`config.mk`:
```
export PLATFORM = sky130hd
export DESIGN_NAME = rxbd_dma
export DESIGN_NICKNAME = d
export VERILOG_FILES = /design/src/rtl/rxbd_pkg.sv /design/src/rtl/rxbd_packer.sv /design/src/rtl/rxbd_ring.sv /design/src/rtl/rxbd_dma.sv
export SDC_FILE = /design/constraint.sdc
export NUM_CORES = 1
export LEC_CHECK = 0
export ABC_AREA = 1
export BUFFER_PORTS_ARGS = -buffer_cell sky130_fd_sc_hd__clkbuf_2
export CORE_ASPECT_RATIO = 0.6
export CORE_MARGIN = 8
export CORE_UTILIZATION = 25
export DETAILED_ROUTE_END_ITERATION = 7
export PLACE_DENSITY = 0.42
export REMOVE_ABC_BUFFERS = 1
export SLEW_MARGIN = 20
export SYNTH_ARGS = -nofsm -noshare
export SYNTH_HDL_FRONTEND = slang
export SYNTH_SLANG_ARGS = --single-unit
```
`constraint.sdc`:
```
create_clock -name clk -period 3.9 [get_ports clk]
set_input_delay 0.195 -clock clk [delete_from_list [all_inputs] [get_ports clk]]
set_output_delay 0.195 -clock clk [all_outputs]
set_load 0.05 [all_outputs]
```
`src/rtl/rxbd_pkg.sv`:
```
package rxbd_pkg;

    typedef enum logic [3:0] {
        S_IDLE,
        S_FETCH_CTL,
        S_FETCH_BUF,
        S_RECV,
        S_STORE,
        S_CLOSE_LAST,
        S_CLOSE_FIRST,
        S_DONE,
        S_ADVANCE,
        S_HALT_IRQ,
        S_HALT
    } rxbd_state_e;

    localparam int OWN_BIT  = 31;
    localparam int SKIP_BIT = 30;
    localparam int OVR_BIT  = 20;
    localparam int ERR_BIT  = 19;
    localparam int GOOD_BIT = 16;

endpackage

```
`src/rtl/rxbd_packer.sv`:
```
module rxbd_packer #(
    parameter int BYTES = 4,
    localparam int CW = $clog2(BYTES + 1),
    localparam int IW = $clog2(BYTES)
) (
    input  logic                 clk,
    input  logic                 rst_n,
    input  logic                 push,
    input  logic [7:0]           din,
    input  logic                 last_in,
    input  logic                 err_in,
    input  logic                 clr,
    output logic [8*BYTES-1:0]   word,
    output logic                 full,
    output logic                 last,
    output logic                 err
);

    logic [BYTES-1:0][7:0] lanes;
    logic [CW-1:0]         cnt;

    always_ff @(posedge clk) begin
        if (!rst_n || clr) begin
            lanes <= '0;
            cnt   <= '0;
            last  <= 1'b0;
            err   <= 1'b0;
        end else if (push) begin
            lanes[cnt[IW-1:0]] <= din;
            cnt  <= cnt + 1'b1;
            last <= last_in;
            err  <= err_in & last_in;
        end
    end

    assign word = lanes;
    assign full = (cnt == CW'(BYTES)) || last;


    no_push_full_chk: assert property (@(posedge clk) disable iff (!rst_n)
        full |-> !push);

    for (genvar k = 0; k < BYTES; k++) begin : g_pad

        pad_zero_chk: assert property (@(posedge clk) disable iff (!rst_n)
            (full && (int'(cnt) <= k)) |-> (lanes[k] == 8'h00));
    end

endmodule

```
`src/rtl/rxbd_ring.sv`:
```
module rxbd_ring #(
    parameter int NBD_W = 4,
    parameter int CNT_W = 5
) (
    input  logic             clk,
    input  logic             rst_n,
    input  logic             clr,
    input  logic             step,
    input  logic             bump,
    input  logic [NBD_W-1:0] ring_last,
    output logic [NBD_W-1:0] idx,
    output logic [CNT_W-1:0] cnt
);

    logic wrap;
    assign wrap = step && (idx == ring_last);

    always_ff @(posedge clk) begin
        if (!rst_n || clr) begin
            idx <= '0;
            cnt <= '0;
        end else begin
            if (step)
                idx <= wrap ? '0 : idx + 1'b1;
            if (wrap)
                cnt <= '0;
            else if (bump)
                cnt <= cnt + 1'b1;
        end
    end


    idx_bound_chk: assert property (@(posedge clk) disable iff (!rst_n || clr)
        idx <= ring_last);


    wrap_zero_chk: assert property (@(posedge clk) disable iff (!rst_n || clr)
        (step && idx == ring_last) |=> (idx == '0 && cnt == '0));

endmodule

```
`src/rtl/rxbd_dma.sv`:
```
module rxbd_dma
    import rxbd_pkg::*;
#(
    parameter int AW        = 32,
    parameter int NBD_W     = 4,
    parameter int CNT_W     = 5,
    parameter int LEN_W     = 16,
    parameter int BUF_BYTES = 16
) (
    input  logic             clk,
    input  logic             rst_n,
    input  logic             cfg_en,
    input  logic             cfg_skip_unowned,
    input  logic [AW-1:0]    cfg_base,
    input  logic [LEN_W-1:0] cfg_max_len,
    input  logic [NBD_W-1:0] cfg_ring_last,
    input  logic             rx_valid,
    input  logic [7:0]       rx_data,
    input  logic             rx_last,
    input  logic             rx_err,
    output logic             rx_ready,
    output logic             mem_req,
    output logic             mem_we,
    output logic [AW-1:0]    mem_addr,
    output logic [31:0]      mem_wdata,
    input  logic [31:0]      mem_rdata,
    input  logic             mem_ack,
    output logic [CNT_W-1:0] frame_cnt,
    output logic             irq
);

    localparam int BUF_WORDS = BUF_BYTES / 4;
    localparam int WC_W      = $clog2(BUF_WORDS + 1);

    rxbd_state_e state, state_nx;

    logic [AW-1:0]    wptr;
    logic [WC_W-1:0]  words_in_buf;
    logic [LEN_W:0]   total;
    logic [NBD_W-1:0] first_idx;
    logic             in_frame;
    logic             ferr;

    logic [NBD_W-1:0] idx;
    logic             ring_clr, ring_step, ring_bump;
    logic [31:0]      pk_word;
    logic             pk_full, pk_last, pk_err, pk_clr, push;
    logic             frozen, oversize, buf_end;
    logic [31:0]      wb_word;

    rxbd_ring #(.NBD_W(NBD_W), .CNT_W(CNT_W)) u_ring (
        .clk       (clk),
        .rst_n     (rst_n),
        .clr       (ring_clr),
        .step      (ring_step),
        .bump      (ring_bump),
        .ring_last (cfg_ring_last),
        .idx       (idx),
        .cnt       (frame_cnt)
    );

    rxbd_packer #(.BYTES(4)) u_pack (
        .clk     (clk),
        .rst_n   (rst_n),
        .push    (push),
        .din     (rx_data),
        .last_in (rx_last),
        .err_in  (rx_err),
        .clr     (pk_clr),
        .word    (pk_word),
        .full    (pk_full),
        .last    (pk_last),
        .err     (pk_err)
    );

    function automatic logic [AW-1:0] desc_addr(input logic [NBD_W-1:0] i);
        return cfg_base + AW'({i, 3'b000});
    endfunction

    assign push     = rx_valid && rx_ready;
    assign frozen   = total >= {1'b0, cfg_max_len};
    assign oversize = total > {1'b0, cfg_max_len};
    assign buf_end  = (words_in_buf + 1'b1) == WC_W'(BUF_WORDS);

    always_comb begin
        wb_word                = '0;
        wb_word[LEN_W-1:0]     = frozen ? cfg_max_len : total[LEN_W-1:0];
        wb_word[OVR_BIT]       = oversize;
        wb_word[ERR_BIT]       = ferr;
        wb_word[GOOD_BIT]      = !oversize && !ferr;
    end

    // state register
    always_ff @(posedge clk) begin
        if (!rst_n) state <= S_IDLE;
        else        state <= state_nx;
    end

    // next-state logic
    always_comb begin
        state_nx = state;
        unique case (state)
            S_IDLE:      if (cfg_en) state_nx = S_FETCH_CTL;
            S_FETCH_CTL: if (mem_ack) begin
                             if (!cfg_en && !in_frame)          state_nx = S_IDLE;
                             else if (mem_rdata[OWN_BIT])       state_nx = S_FETCH_BUF;
                             else if (mem_rdata[SKIP_BIT] || cfg_skip_unowned)
                                                                state_nx = S_ADVANCE;
                             else                               state_nx = S_HALT_IRQ;
                         end
            S_FETCH_BUF: if (mem_ack) state_nx = S_RECV;
            S_RECV:      if (pk_full)                            state_nx = S_STORE;
                         else if (!cfg_en && !in_frame && !push) state_nx = S_IDLE;
            S_STORE:     if (mem_ack) begin
                             if (pk_last)                state_nx = S_CLOSE_LAST;
                             else if (!frozen && buf_end) state_nx = S_ADVANCE;
                             else                        state_nx = S_RECV;
                         end
            S_CLOSE_LAST: if (mem_ack)
                             state_nx = (first_idx != idx) ? S_CLOSE_FIRST : S_DONE;
            S_CLOSE_FIRST: if (mem_ack) state_nx = S_DONE;
            S_DONE:      state_nx = S_ADVANCE;
            S_ADVANCE:   state_nx = S_FETCH_CTL;
            S_HALT_IRQ:  state_nx = S_HALT;
            S_HALT:      if (!cfg_en) state_nx = S_IDLE;
            default:     state_nx = S_IDLE;
        endcase
    end

    // outputs
    always_comb begin
        mem_req   = 1'b0;
        mem_we    = 1'b0;
        mem_addr  = '0;
        mem_wdata = '0;
        rx_ready  = 1'b0;
        irq       = 1'b0;
        ring_clr  = 1'b0;
        ring_step = 1'b0;
        ring_bump = 1'b0;
        pk_clr    = 1'b0;
        unique case (state)
            S_IDLE:        ring_clr = 1'b1;
            S_FETCH_CTL: begin
                mem_req  = 1'b1;
                mem_addr = desc_addr(idx) + AW'(4);
            end
            S_FETCH_BUF: begin
                mem_req  = 1'b1;
                mem_addr = desc_addr(idx);
            end
            S_RECV:        rx_ready = !pk_full;
            S_STORE: begin
                mem_req   = 1'b1;
                mem_we    = 1'b1;
                mem_addr  = wptr;
                mem_wdata = pk_word;
                pk_clr    = mem_ack;
            end
            S_CLOSE_LAST: begin
                mem_req   = 1'b1;
                mem_we    = 1'b1;
                mem_addr  = desc_addr(idx) + AW'(4);
                mem_wdata = wb_word;
            end
            S_CLOSE_FIRST: begin
                mem_req   = 1'b1;
                mem_we    = 1'b1;
                mem_addr  = desc_addr(first_idx) + AW'(4);
                mem_wdata = wb_word;
            end
            S_DONE: begin
                irq       = 1'b1;
                ring_bump = 1'b1;
            end
            S_ADVANCE:     ring_step = 1'b1;
            S_HALT_IRQ:    irq = 1'b1;
            S_HALT:        ;
            default:       ;
        endcase
    end

    // frame datapath
    always_ff @(posedge clk) begin
        if (!rst_n || state == S_IDLE || state == S_DONE) begin
            wptr         <= '0;
            words_in_buf <= '0;
            total        <= '0;
            first_idx    <= '0;
            in_frame     <= 1'b0;
            ferr         <= 1'b0;
        end else begin
            if (state == S_FETCH_BUF && mem_ack) begin
                wptr         <= mem_rdata[AW-1:0];
                words_in_buf <= '0;
            end
            if (push) begin
                in_frame <= 1'b1;
                if (!in_frame) first_idx <= idx;
                if (total != '1) total <= total + 1'b1;
            end
            if (state == S_STORE && mem_ack) begin
                if (pk_err) ferr <= 1'b1;
                if (!frozen) begin
                    wptr         <= wptr + AW'(4);
                    words_in_buf <= words_in_buf + 1'b1;
                end
            end
        end
    end


    req_hold_chk: assert property (@(posedge clk) disable iff (!rst_n)
        (mem_req && !mem_ack) |=> (mem_req && $stable(mem_addr) && $stable(mem_we)
                                   && $stable(mem_wdata)));


    own_clear_chk: assert property (@(posedge clk) disable iff (!rst_n)
        (mem_req && mem_we && (state == S_CLOSE_LAST || state == S_CLOSE_FIRST))
            |-> !mem_wdata[OWN_BIT]);


    irq_pulse_chk: assert property (@(posedge clk) disable iff (!rst_n)
        irq |=> !irq);


    halt_quiet_chk: assert property (@(posedge clk) disable iff (!rst_n)
        (state == S_HALT) |-> (!mem_req && !rx_ready));


    frozen_addr_chk: assert property (@(posedge clk) disable iff (!rst_n)
        (state == S_STORE && mem_ack && frozen) |=> (wptr == $past(wptr)));

endmodule

```
---- Yosys cells after proc, flatten, opt, wreduce, memory -nomap -nowiden ----
Cells that the tools add are included.
storage, ports and cells
  register bits after elaboration ......... 108
  latch bits .............................. 0
  RAM bits ................................ 0
  ROM bits ................................ 0
  memories kept ........................... 0
operators by class
  add/subtract/negate cells ............... 10
  $mul .................................... 0
  divide/modulo/power cells ............... 0
  order comparisons ....................... 4
  eq/ne operators ......................... 23
  shift operators ......................... 0
  mux-type cells .......................... 37
  bitwise gates (word level) .............. 2
  reduce and logical (&&, ||, !) cells .... 34
operator list
  cell                                           count
  case mux 32 bit (4 select lines)               1
  adder 32 x 3 -> 32 bit, second input constant  3
  two-way mux 32 bit                             3
  adder 32 x 7 -> 32 bit                         2
  case mux 32 bit (2 select lines)               1
  two-way mux 4 bit                              14
  case mux 4 bit (11 select lines)               1
  bitwise mux 32 bit                             1
  adder 17 x 1 -> 17 bit, second input constant  1
  >= comparator 17 x 16 -> 1 bit                 1
  > comparator 17 x 16 -> 1 bit                  1
  inequality test 17 bit, second input constant  1
  demux 8 bit (select 2 bit)                     1
  == test 4 x 3 -> 1 bit, second input constant  4
  two-way mux 16 bit                             1
  inequality test 2 bit, second input constant   7
  == test 4 bit, second input constant           3
  two-way mux 1 bit                              10
  logical AND 1 bit                              9
  two-way mux 3 bit                              3
  == test 4 x 2 -> 1 bit, second input constant  2
  logical NOT 1 bit                              8
  two-way mux 8 bit                              1
  AND reduction 8 bit                            1
  other kinds (18)                               30

---- Logic depth before layout (Yosys ltp) ----
Gate-level depths: netlist of run 1.
  depth in word-level cells ............... 10
  gate-level depth with buffers ........... 18
  mapped depth without buffers ............ 18

---- By module ----
A second synthesis of run 1 with hierarchy kept.
second synthesis, totals
  cell total of the unflattened synthesis .. 1757
  area, all modules ....................... 10324.9 um^2
by module, submodules not included
  module       instances  cells an instance  area each (um^2)
  rxbd_dma     1          1457               8246.7
  rxbd_packer  1          237                1604.0
  rxbd_ring    1          63                 474.2

---- Least setup slack after synthesis of run 1 ----
Ideal clock, no wire load.
  kind .................................... reg-to-output
  start point ............................. reg u_ring.idx[0]
  end point ............................... out mem_addr[19]
  arrival time ............................ 2.855 ns
  data required time ...................... 3.705 ns
  slack ................................... 0.850 ns
  stages on the path, launching flop included .. 13
  buffers on the path ..................... 0
  cell sequence ........................... dfxtp_1 > ha_1 > fa_1 > nand3_1 > nor2_1 > nand3_1 > nor2_1 > nand3_2 > nor2_4 > nand3_4 > nor2_4 > nor2_1 > o21ai_1
on the way
  cells in the longest elaborated chain, start to end .. 3
RTL lines
  what                                RTL line                          text
  start: declaration                  rxbd_ring.sv:11                   output logic [NBD_W-1:0] idx,
  start signal: assignment            rxbd_ring.sv:24                   idx <= wrap ? '0 : idx + 1'b1;
  adder 32 x 7 -> 32 bit *            rxbd_dma.sv:77                    return cfg_base + AW'({i, 3'b000});
  adder 32 x 3 -> 32 bit              rxbd_dma.sv:146, rxbd_dma.sv:163
  case mux 32 bit (4 select lines) *  rxbd_dma.sv:142                   unique case (state)
  end: declaration                    rxbd_dma.sv:24                    output logic [AW-1:0] mem_addr,
Every way passes the cells marked *; elsewhere a longest branch is shown, timed or not.

---- Worst setup path in the final report of run 1 ----
  start point ............................. reg u_ring.idx[2]
  end point ............................... out mem_addr[26]
Same word-level chain as after synthesis.

==> impl_metrics.py, run 1 <==
metrics = {
    "cts": {
        "root_buffer": "clkbuf_16",
        "cts_sinks": 108,
        "cts_buffer_depth": 2,
        "clk_pin_slew_ns": 0.09,
        "postCtsHoldBufs": 0,
        "cts_tree": "yes",
        "htreeDepth": 3,
        "numCtsBuffers": 9,
        "clk_latency_ns": 0.38,
    },
    "logic_synthesis": {
        "synth_most_common_cell": "nand2_1",
        "netlist_area_um2": 9890,
        "synth-xor-area-share_pct": 3.19,
        "synthArstFlopShare_pct": 0,
        "syn_area_per_cell_um2": 5.98,
        "yosysTopAreaCellShare_pct": 21.9,
        "synth-main-ff-cell": "dfxtp_1",
        "synth_top_family_by_area": "simple AND/OR/NAND/NOR gates",
        "yosys_warnings": 0,
        "synth_mux_area_share_pct": 0,
        "synth-edff-count": 0,
        "synth_area_leaders": "dfxtp_1, nand2_1, inv_1, nor2_1, nand3_1",
        "synth-simple-area-share_pct": 40.8,
        "ys_top_cells_by_count": "nand2_1, inv_1, nor2_1",
        "syn_inst": 1652,
        "synth_compound_area_share_pct": 18.5,
        "synthAdderAreaFrac_pct": 4.96,
        "yosysUniqueCellTypes": 44,
        "yosysTopAreaCell": "dfxtp_1",
        "yosysSeqAreaShare_pct": 21.9,
        "ys_ff_latch": 108,
    },
    "route": {
        "drc_errors": 0,
        "wl_per_cell_um": 18.6,
        "drt_iter0_drc": 1043,
        "drt_pass1_iterations": 5,
        "wl_mm": 43.5,
        "vias_per_cell": 4.86,
        "vias": 11352,
        "antenna_left": 0,
    },
    "floorplan": {
        "core_area_um2": 39000,
        "die_y_um": 170,
        "start_util_pct": 25.3,
        "rows": 56,
        "pin_count": 173,
        "die_w_um": 273,
        "fp.dieArea_um2": 46400,
    },
    "status": {
        "status": "completed",
    },
    "sta": {
        "fin_tns_setup_ns": 0,
        "fmax_ghz": 0.271,
        "slew_headroom_pct": 43.2,
        "worst-slew-pin-transition_ns": 0.849,
        "fin_crit_sh_pct": 94.5,
        "rsz0062_at_grt": "no",
        "slew_viol_final": 0,
        "clock_skew_ns": 0.0151,
        "hold_viol": 0,
        "period_minus_slack_ns": 3.69,
        "setup-violations-final": 0,
    },
    "pwr": {
        "ir_drop_uv": 223,
        "power_density_nw_per_um2": 235,
        "power_mw": 2.75,
        "p_leak_nw": 4.89,
    },
    "placed_design": {
        "dp_cells": 2318,
        "placed_cell_area_um2": 11300,
        "detailed_place_hpwl_mm": 36.0,
        "io_buffer_count": 172,
        "place_congestion": 0.932,
    },
    "setup_path": {
        "endpoint_kind": "output pin",
        "crit_path_max_incr_delay_ns": 0.46,
        "required_ns": 3.70,
        "startpoint_type": "flop",
        "cp_slowest_cell": "ha_1",
        "path_class": "flop to output pin",
        "crit_arrival_ns": 3.49,
        "path_cells": "ha_1, inv_2, nand2_1, nand3_2, nand2_2, nand2_1, nand2_1, nand2_1, nor2_1, nand2_2, nor2_2, nand3_1, nand2_1, nand3_1, nand2_1, clkbuf_2",
        "critPathMostFrequentCell": "nand2_1",
        "worst-path-max-fanout": 12,
    },
    "finish": {
        "areaGrowthSynthToFinish_pct": 18.2,
        "drive_above_1_share_pct": 18.5,
        "fin_cells": 2334,
        "antenna_cells": 0,
        "fin_area_um2": 11700,
        "nets": 1945,
    },
    "global_route": {
        "grt_max_degree": 56,
        "track_usage_pct": 18.3,
        "grt_pass1_vias": 10712,
        "grt-ovfl-total": 0,
        "grt_pass1_wl_mm": 65.5,
        "grt_antenna_before_repair": 1,
    },
    "job": {
        "maxCapViolCount": 0,
    },
    "worst_hold_path": {
        "hp-class": "input port to flop",
    },
}
-- path summary, 6_finish.rpt --
kind / from / endpoint / slack (ns) / cells after the start
max: u_ring.idx[2]$_SDFFE_PP0P_ / mem_addr[26] / 0.21 / 16
min: rx_last / u_pack.last$_SDFFE_PP0P_ / 0.06 / 3
max reg2reg: total[14]$_SDFFE_PP0P_ / wptr[29]$_SDFF_PP0_ / 0.70 / 10
min reg2reg: u_pack.word[2]$_SDFFE_PP0P_ / u_pack.word[2]$_SDFFE_PP0P_ / 0.46 / 2
-- placed cells by master (no fill, tap or decap), types with 3 or more instances in the layout --
cell type    n
nand4_1     27
o22ai_1     22
a21oi_1     92
nand3b_1     6
o31ai_1      3
or2_2        4
nor4_1       3
o21ai_0    133
nor2_4      22
xnor2_1      8
o21ai_1      4
nand2_1    375
clkbuf_2   170
nor3_1      23
inv_2       22
o21a_1       3
xor2_1      28
ha_1        35
clkinv_1     7
inv_1      201
dfxtp_1    107
buf_4       17
a31oi_1     21
o2111ai_1    6
nand3_1    134
nand3_2      8
nand2_4     10
nor2_1     194
nor2_2      32
clkbuf_16    9
nand2_2     25
a211oi_1    36
-- final cells by class --
type / instances / area [um2]
Clock buffer: 10 / 239
Clock inverter: 6 / 65.1
Fill cell: 4447 / 27300
Inverter: 230 / 863
Multi-Input combinational cell: 1269 / 6710
Sequential cell: 108 / 2160
Tap cell: 522 / 653
Timing Repair Buffer: 189 / 991
-- timing repair --
| action | 4_1_cts | 5_1_grt |
|---|---|---|
| setup buffers | 0 | 0 |
| setup endpoints to repair | 4 | 18 |
| gates resized for setup | 1 | 13 |
-- state kept, by name, summed over array words and instances (netlist names) --
name	count
words_in_buf	3
u_ring.idx	4
u_pack.word	32
u_pack.err	1
state	4
first_idx	4
u_ring.cnt	5
u_pack.cnt	3
ferr	1
in_frame	1
wptr	32
u_pack.last	1
total	17
-- worst max-delay path: cells and delay by family, from the launching register on --
family | cells | cell delay, ns
flops | 1 | 0.39
fa+ha+maj | 1 | 0.46
buf+inv | 2 | 0.35
simple gates | 13 | 1.89
-- report_power, final --
part           internal (mW)  total [mW]  switching (mW)  leakage (nW)
clock network          0.472       0.974           0.502         0.150
registers               1.11        1.11         0.00461         0.870
logic                  0.164       0.664           0.500          3.87
-- layer usage --
layer  GRT usage [%]  vias to the layer above  share of wire (%)
li1                -                     5753                  -
met1            28.6                     5189                 52
met2            24.3                      384                 38
met3            5.12                       24                9.0
met4            2.40                        2               0.74
met5               0                        -              0.030
-- through the flow --
stage                     hold slack, ns  setup slack (ns)  util, %
final                             0.0627             0.213     29.9
after global routing              0.0754           0.00219     29.9
after detailed placement           0.451             0.363     29.1
after global placement             0.448             0.364     29.1
after CTS                         0.0340           0.00126     29.9
after floorplan                    0.340             0.783        -
-- cells by family after synthesis --
group                    Yosys count
buffers and inverters            275
flip-flops                       108
AO/OA/AOI/OAI                    325
AND/OR/NAND/NOR                  870
adder cells (fa/ha/maj)           38
XOR/XNOR                          36
(Power assumes the default switching activity.)
==> inputs of run 2 (changes only) <==
ABC_AREA = default   (was 1)
CORE_MARGIN = 3   (was 8)
PLACE_DENSITY = 0.43   (was 0.42)
==> run 2 against run 1 <==
Final cell count is 22% lower. Fmax shrank 2.8%. Core utilization is 2.9 points higher. Flip-flop and latch count did not move. Die area is 21% lower. Critical endpoint is now mem_addr[30]. Largest cell class unchanged.
==> impl_metrics.py, run 2 <==
metrics = {
    "status": {
        "status": "completed",
    },
    "cts": {
        "cts_sinks": 108,
        "cts_tree": "yes",
        "numCtsBuffers": 9,
        "root_buffer": "clkbuf_16",
        "postCtsHoldBufs": 0,
        "cts_buffer_depth": 2,
        "clk_latency_ns": 0.39,
        "htreeDepth": 3,
        "clk_pin_slew_ns": 0.09,
    },
    "floorplan": {
        "rows": 51,
        "die_y_um": 149,
        "fp.dieArea_um2": 36600,
        "pin_count": 173,
        "core_area_um2": 33100,
        "start_util_pct": 25.9,
        "die_w_um": 245,
    },
    "sta": {
        "fin_crit_sh_pct": 97.2,
        "setup-violations-final": 0,
        "period_minus_slack_ns": 3.79,
        "clock_skew_ns": 0.0165,
        "slew_headroom_pct": 33.6,
        "worst-slew-pin-transition_ns": 0.992,
        "fmax_ghz": 0.264,
        "fin_tns_setup_ns": 0,
        "slew_viol_final": 0,
        "hold_viol": 0,
    },
    "worst_hold_path": {
        "min_from": "mem_rdata[0]",
        "holdPathStages": 3,
        "min_to": "wptr[0]$_SDFFE_PP0P_",
        "hp-class": "input port to flop",
    },
    "setup_path": {
        "timing.critical_path.buf_inv": 3,
        "worst-path-max-fanout": 8,
        "crit_family": "compound AO/OA/AOI/OAI gates",
        "crit_arrival_ns": 3.60,
        "endpoint_kind": "output pin",
        "path_class": "flop to output pin",
        "r2r-start": "total[15]$_SDFFE_PP0P_",
        "startpoint_type": "flop",
        "cp_slowest_cell": "or4_4",
        "r2r_cells": 9,
        "path_cells": "ha_4, a211o_1, a21oi_4, buf_6, or4_4, a221o_1, nor4_4, buf_6, nand4_1, xor2_1, a221o_1, clkbuf_8",
        "r2r_setup_slack_ns": 0.55,
        "cp-startpoint": "u_ring.idx[1]$_SDFFE_PP0P_",
        "crit_path_max_incr_delay_ns": 0.48,
        "r2r_end": "wptr[21]$_SDFF_PP0_",
        "required_ns": 3.70,
    },
    "global_route": {
        "grt-ovfl-total": 0,
        "grt_pass1_vias": 8624,
        "grt_pass1_wl_mm": 53.0,
        "grt_max_degree": 51,
        "grt_antenna_before_repair": 3,
        "track_usage_pct": 18.8,
    },
    "placed_design": {
        "io_buffer_count": 172,
        "place_congestion": 0.874,
        "detailed_place_hpwl_mm": 27.5,
    },
    "finish": {
        "multi_input_area_um2": 6210,
        "ff_latch_area_um2": 2170,
        "drive_above_1_share_pct": 21.3,
        "fin_util_pct": 32.8,
        "areaGrowthSynthToFinish_pct": 26.7,
        "layout_common_cells": "clkbuf_2, nand2_1, nor2_1",
        "nFillCells": 3693,
        "nets": 1492,
        "layout_commonest_cell": "clkbuf_2",
    },
    "route": {
        "drt_pass1_iterations": 5,
        "antenna_left": 0,
        "drt_iter0_drc": 705,
        "wl_per_cell_um": 19.4,
        "vias_per_cell": 5.11,
        "drc_errors": 0,
        "vias": 9248,
        "wl_mm": 35.1,
    },
    "logic_synthesis": {
        "synth_area_leaders": "dfxtp_1, a21oi_1, nand2_1, ha_1, xnor2_1",
        "synthArstFlopShare_pct": 0,
        "synth_mux_area_share_pct": 3.28,
        "synth-main-ff-cell": "dfxtp_1",
        "yosys_warnings": 0,
        "synth-edff-count": 0,
        "yosysSeqAreaShare_pct": 25.2,
        "yosysUniqueCellTypes": 68,
        "netlist_area_um2": 8580,
        "synthAdderAreaFrac_pct": 5.72,
        "synth_top_family_by_area": "simple AND/OR/NAND/NOR gates",
        "synth_most_common_cell": "nand2_1",
        "ys_ff_latch": 108,
        "yosysTopAreaCellShare_pct": 25.2,
        "syn_inst": 1179,
        "syn_area_per_cell_um2": 7.28,
        "synth_compound_area_share_pct": 22.0,
        "synth-simple-area-share_pct": 28.9,
        "ys_top_cells_by_count": "nand2_1, nor2_1, a21oi_1, dfxtp_1, o21ai_0",
        "synth-xor-area-share_pct": 10.2,
        "yosysTopAreaCell": "dfxtp_1",
    },
    "job": {
        "maxCapViolCount": 0,
    },
    "pwr": {
        "ir_drop_uv": 221,
        "power_density_nw_per_um2": 330,
        "p_leak_nw": 4.16,
    },
}
## run 2: layer usage
metal	part of all wire (%)	track usage, %	vias up
met5	0.037	0	-
met4	1.5	4.36	2
met3	5.5	3.81	22
met2	40	25.6	225
met1	53	29.6	4378
li1	-	-	4621
## run 2: cell families (layout without fill, tap and decap cells)
| family | count (synthesis) | count (layout) |
|---|---|---|
| buffers and inverters | 104 | 284 |
| and+or+nand+nor | 494 | 494 |
| xor gates and xnor gates | 100 | 100 |
| DFF | 108 | 108 |
| muxes | 28 | 28 |
| adders and majority gates | 38 | 38 |
| AOI/OAI and AO/OA | 307 | 307 |
| other | 0 | 2 |
## run 2: tightest hold or removal path: cells and delay by family
| kind | cells | cell delay (ns) |
|---|---|---|
| buf+inv | 1 | 0.08 |
| simple gates | 1 | 0.05 |
| compound gates | 1 | 0.05 |
## run 2: where the power goes
part,internal [mW],total [mW],switching [mW]
logic,0.456,1.50,1.04
clock network,0.450,0.955,0.505
registers,1.11,1.13,0.0188
## run 2: area by class of cell
class / count / area share [%]
antenna: 2 / 0.0460
clock buffer: 9 / 2.07
clock inverter: 7 / 0.587
inverter: 34 / 1.17
multi-input combinational: 967 / 57.1
sequential: 108 / 19.9
tap: 450 / 5.18
timing repair buffer: 234 / 13.9
## run 2: metrics by stage
stage,hold WS [ns],cells,power (mW),instance area [um2],worst slack (ns)
floorplan,0.323,1109,1.99,8310,-1.52
global placement,0.422,1784,2.63,10300,0.205
detailed placement,0.429,1784,2.63,10300,0.165
CTS,0.00319,1801,3.62,10600,0.00572
global route,0.0223,1811,3.76,10900,-0.00941
finish,0.0247,1811,3.59,10900,0.108
## run 2: repair_timing
| item | 4_1_cts | 5_1_grt |
|---|---|---|
| cloned | 0 | 0 |
| endpoints found under the setup margin | 12 | 13 |
| buffers inserted | 1 | 8 |
| resized for setup | 9 | 28 |
| pin swaps | 2 | 12 |
## run 2: worst max-delay path by stage
stage	end	depth (start not counted)	slack [ns]
finish	mem_addr[30]	12	0.11
global route	mem_addr[31]	13	-0.009
CTS	mem_addr[27]	13	0.006
detailed placement	mem_addr[26]	13	0.17
global placement	mem_addr[26]	13	0.21
floorplan	wptr[2]$_SDFF_PP0_	7	-1.52
==> inputs of run 3 (changes only) <==
BUFFER_PORTS_ARGS = default   (was -buffer_cell sky130_fd_sc_hd__clkbuf_2)
DONT_BUFFER_PORTS = 1   (was default)
PLACE_DENSITY = 0.38   (was 0.43)
==> run 3 against run 2 <==
Core utilization shrank 1.2 points. First-iteration DRC count grew 6.1%. Via count shrank 3.7%. Global-route usage grew 0.13 points. Total power shrank 3.1%. Clock-buffer cell count grew 1. Non-clock buffer count shrank 100. Sequential power is essentially flat. Largest power group unchanged.
==> impl_metrics.py, run 3 (synthesis gave the netlist of run 2 again) <==
metrics = {
    "sta": {
        "fin_ws_ns": 0.117,
        "period_minus_slack_ns": 3.78,
        "slew_headroom_pct": 28.7,
        "setup-violations-final": 0,
        "fmax_ghz": 0.264,
        "hold_viol": 0,
        "rsz0062_at_grt": "no",
        "worst-slew-pin-transition_ns": 1.07,
        "slew_viol_final": 0,
        "fin_crit_sh_pct": 97.0,
        "clock_skew_ns": 0.0120,
    },
    "placed_design": {
        "place_ws_ns": 0.247,
        "detailed_place_hpwl_mm": 27.5,
        "place_congestion": 0.882,
        "io_buffer_count": 0,
    },
    "finish": {
        "layout_commonest_cell": "nand2_1",
        "nFillCells": 3579,
        "antenna_cells": 0,
        "nets": 1392,
        "layout_common_cells": "nand2_1, nor2_1, a21oi_1, dfxtp_1, buf_4",
        "areaGrowthSynthToFinish_pct": 22.2,
        "drive_above_1_share_pct": 12.2,
        "ff_latch_area_um2": 2160,
        "multi_input_area_um2": 6190,
    },
    "setup_path": {
        "endpoint_kind": "output pin",
        "worst-path-max-fanout": 7,
        "critPathMostFrequentCell": "a221o_1",
        "path_class": "flop to output pin",
        "r2r_cells": 9,
        "cp_slowest_cell": "or4_4",
        "startpoint_type": "flop",
        "crit_path_max_incr_delay_ns": 0.48,
        "path_cells": "ha_4, a211o_1, a21oi_4, buf_6, or4_4, a221o_1, nor4_4, buf_4, nand3_1, xor2_1, a221o_1, buf_12",
        "required_ns": 3.70,
        "crit_arrival_ns": 3.59,
    },
    "route": {
        "drt_pass1_iterations": 5,
        "vias": 8908,
        "vias_per_cell": 5.21,
        "drc_errors": 0,
        "wl_per_cell_um": 20.8,
        "drt_iter0_drc": 748,
        "wl_mm": 35.6,
        "antenna_left": 0,
    },
    "worst_hold_path": {
        "hp-class": "input port to flop",
        "holdPathStages": 2,
    },
    "global_route": {
        "track_usage_pct": 19.0,
        "grt_pass1_wl_mm": 53.2,
        "grt-ovfl-total": 0,
        "grt_max_degree": 51,
        "grt_antenna_before_repair": 3,
        "grt_pass1_vias": 8324,
    },
    "floorplan": {
        "pin_count": 173,
        "fp.dieArea_um2": 36600,
        "die_w_um": 245,
        "start_util_pct": 25.9,
        "rows": 51,
        "core_area_um2": 33100,
        "die_y_um": 149,
    },
    "pwr": {
        "clkPwrFrac_pct": 28.5,
        "p_comb_share_pct": 38.4,
        "power_mw": 3.48,
        "ir_drop_uv": 221,
        "p_int_mw": 2.01,
        "p_sw_share_pct": 42.3,
        "seq_power_share_pct": 33.1,
        "p_switching_mw": 1.47,
        "p_leak_nw": 3.73,
        "power_density_nw_per_um2": 332,
    },
    "cts": {
        "cts_sinks": 108,
        "numCtsBuffers": 9,
        "root_buffer": "clkbuf_16",
        "htreeDepth": 3,
        "cts_buffer_depth": 2,
        "clk_pin_slew_ns": 0.08,
        "cts_tree": "yes",
        "clk_latency_ns": 0.38,
    },
    "status": {
        "status": "completed",
    },
    "job": {
        "maxCapViolCount": 0,
    },
}
## run 3: cell types whose count changed in the layout (fill, tap and decap cells not counted), moves of 7 or more
| cell | before | now |
|---|---|---|
| o21ai_0 | 69 | 47 |
| dlygate4sd3_1 | 0 | 34 |
| buf_4 | 57 | 95 |
| buf_12 | 10 | 3 |
| o21ai_1 | 12 | 37 |
| clkbuf_2 | 160 | 0 |
## run 3: worst paths after layout
path,slack (ns),from,endpoint
worst max-delay path,0.12,u_ring.idx[1]$_SDFFE_PP0P_,mem_addr[26]
worst min register to register,0.46,u_pack.word[24]$_SDFFE_PP0P_,u_pack.word[24]$_SDFFE_PP0P_
worst max register to register,0.81,total[2]$_SDFFE_PP0P_,wptr[30]$_SDFF_PP0_
worst min-delay path,0.03,mem_rdata[26],wptr[26]$_SDFF_PP0_
## run 3: area by class of cell
| type | instances | share of cell area [%] |
|---|---|---|
| well taps | 450 | 5.37 |
| flip-flops and latches | 108 | 20.6 |
| multi-input cells | 967 | 59.1 |
| repair buffers | 134 | 10.8 |
| inverters | 34 | 1.22 |
| clock buffers | 10 | 2.19 |
| clock inverters | 6 | 0.681 |
## run 3: timing repair
| action | in CTS | in global routing |
|---|---|---|
| setup endpoints to repair | 14 | 14 |
| hold endpoints to repair | 61 | 0 |
| setup buffers | 2 | 6 |
| cloned | 0 | 0 |
| hold buffers | 34 | 0 |
| gates resized for setup | 4 | 20 |
| pin swaps | 3 | 10 |
## run 3: power by group through the flow
stage / Combinational, mW / Clock, mW / Sequential, mW
after floorplan: 0.824 / 0 / 1.17
after global placement: 1.29 / 0 / 1.18
after detailed placement: 1.29 / 0 / 1.18
after CTS: 1.33 / 1.03 / 1.15
after global routing: 1.42 / 1.07 / 1.16
final: 1.33 / 0.991 / 1.15
## run 3: through the flow
step	area (um2)	utilization, %	setup TNS (ns)	instances	hold slack [ns]
3_3_place_gp	9640	29.1	0	1651	0.334
2_1_floorplan	8310	-	-90.63	1109	0.323
4_1_cts	10300	31.1	0	1703	0.00557
5_1_grt	10500	31.6	0	1709	0.0319
6_report	10500	31.6	0	1709	0.0263
3_5_place_dp	9640	29.1	0	1651	0.330
## run 3: worst max-delay path: cells and delay by family (launching register included)
kind,cells,cell delay [ns]
buf+inv,3,0.50
compound gates,4,1.11
simple gates,3,0.79
flops,1,0.34
fa+ha+maj,1,0.27
xor+xnor,1,0.18
## run 3: metal layers
metal,GRT usage (%),vias to the layer above,part of all wire (%)
met5,0,-,0.12
met3,5.62,18,6.7
met2,25.6,204,39
met1,29.5,4265,53
li1,-,4415,-
met4,2.59,6,0.66
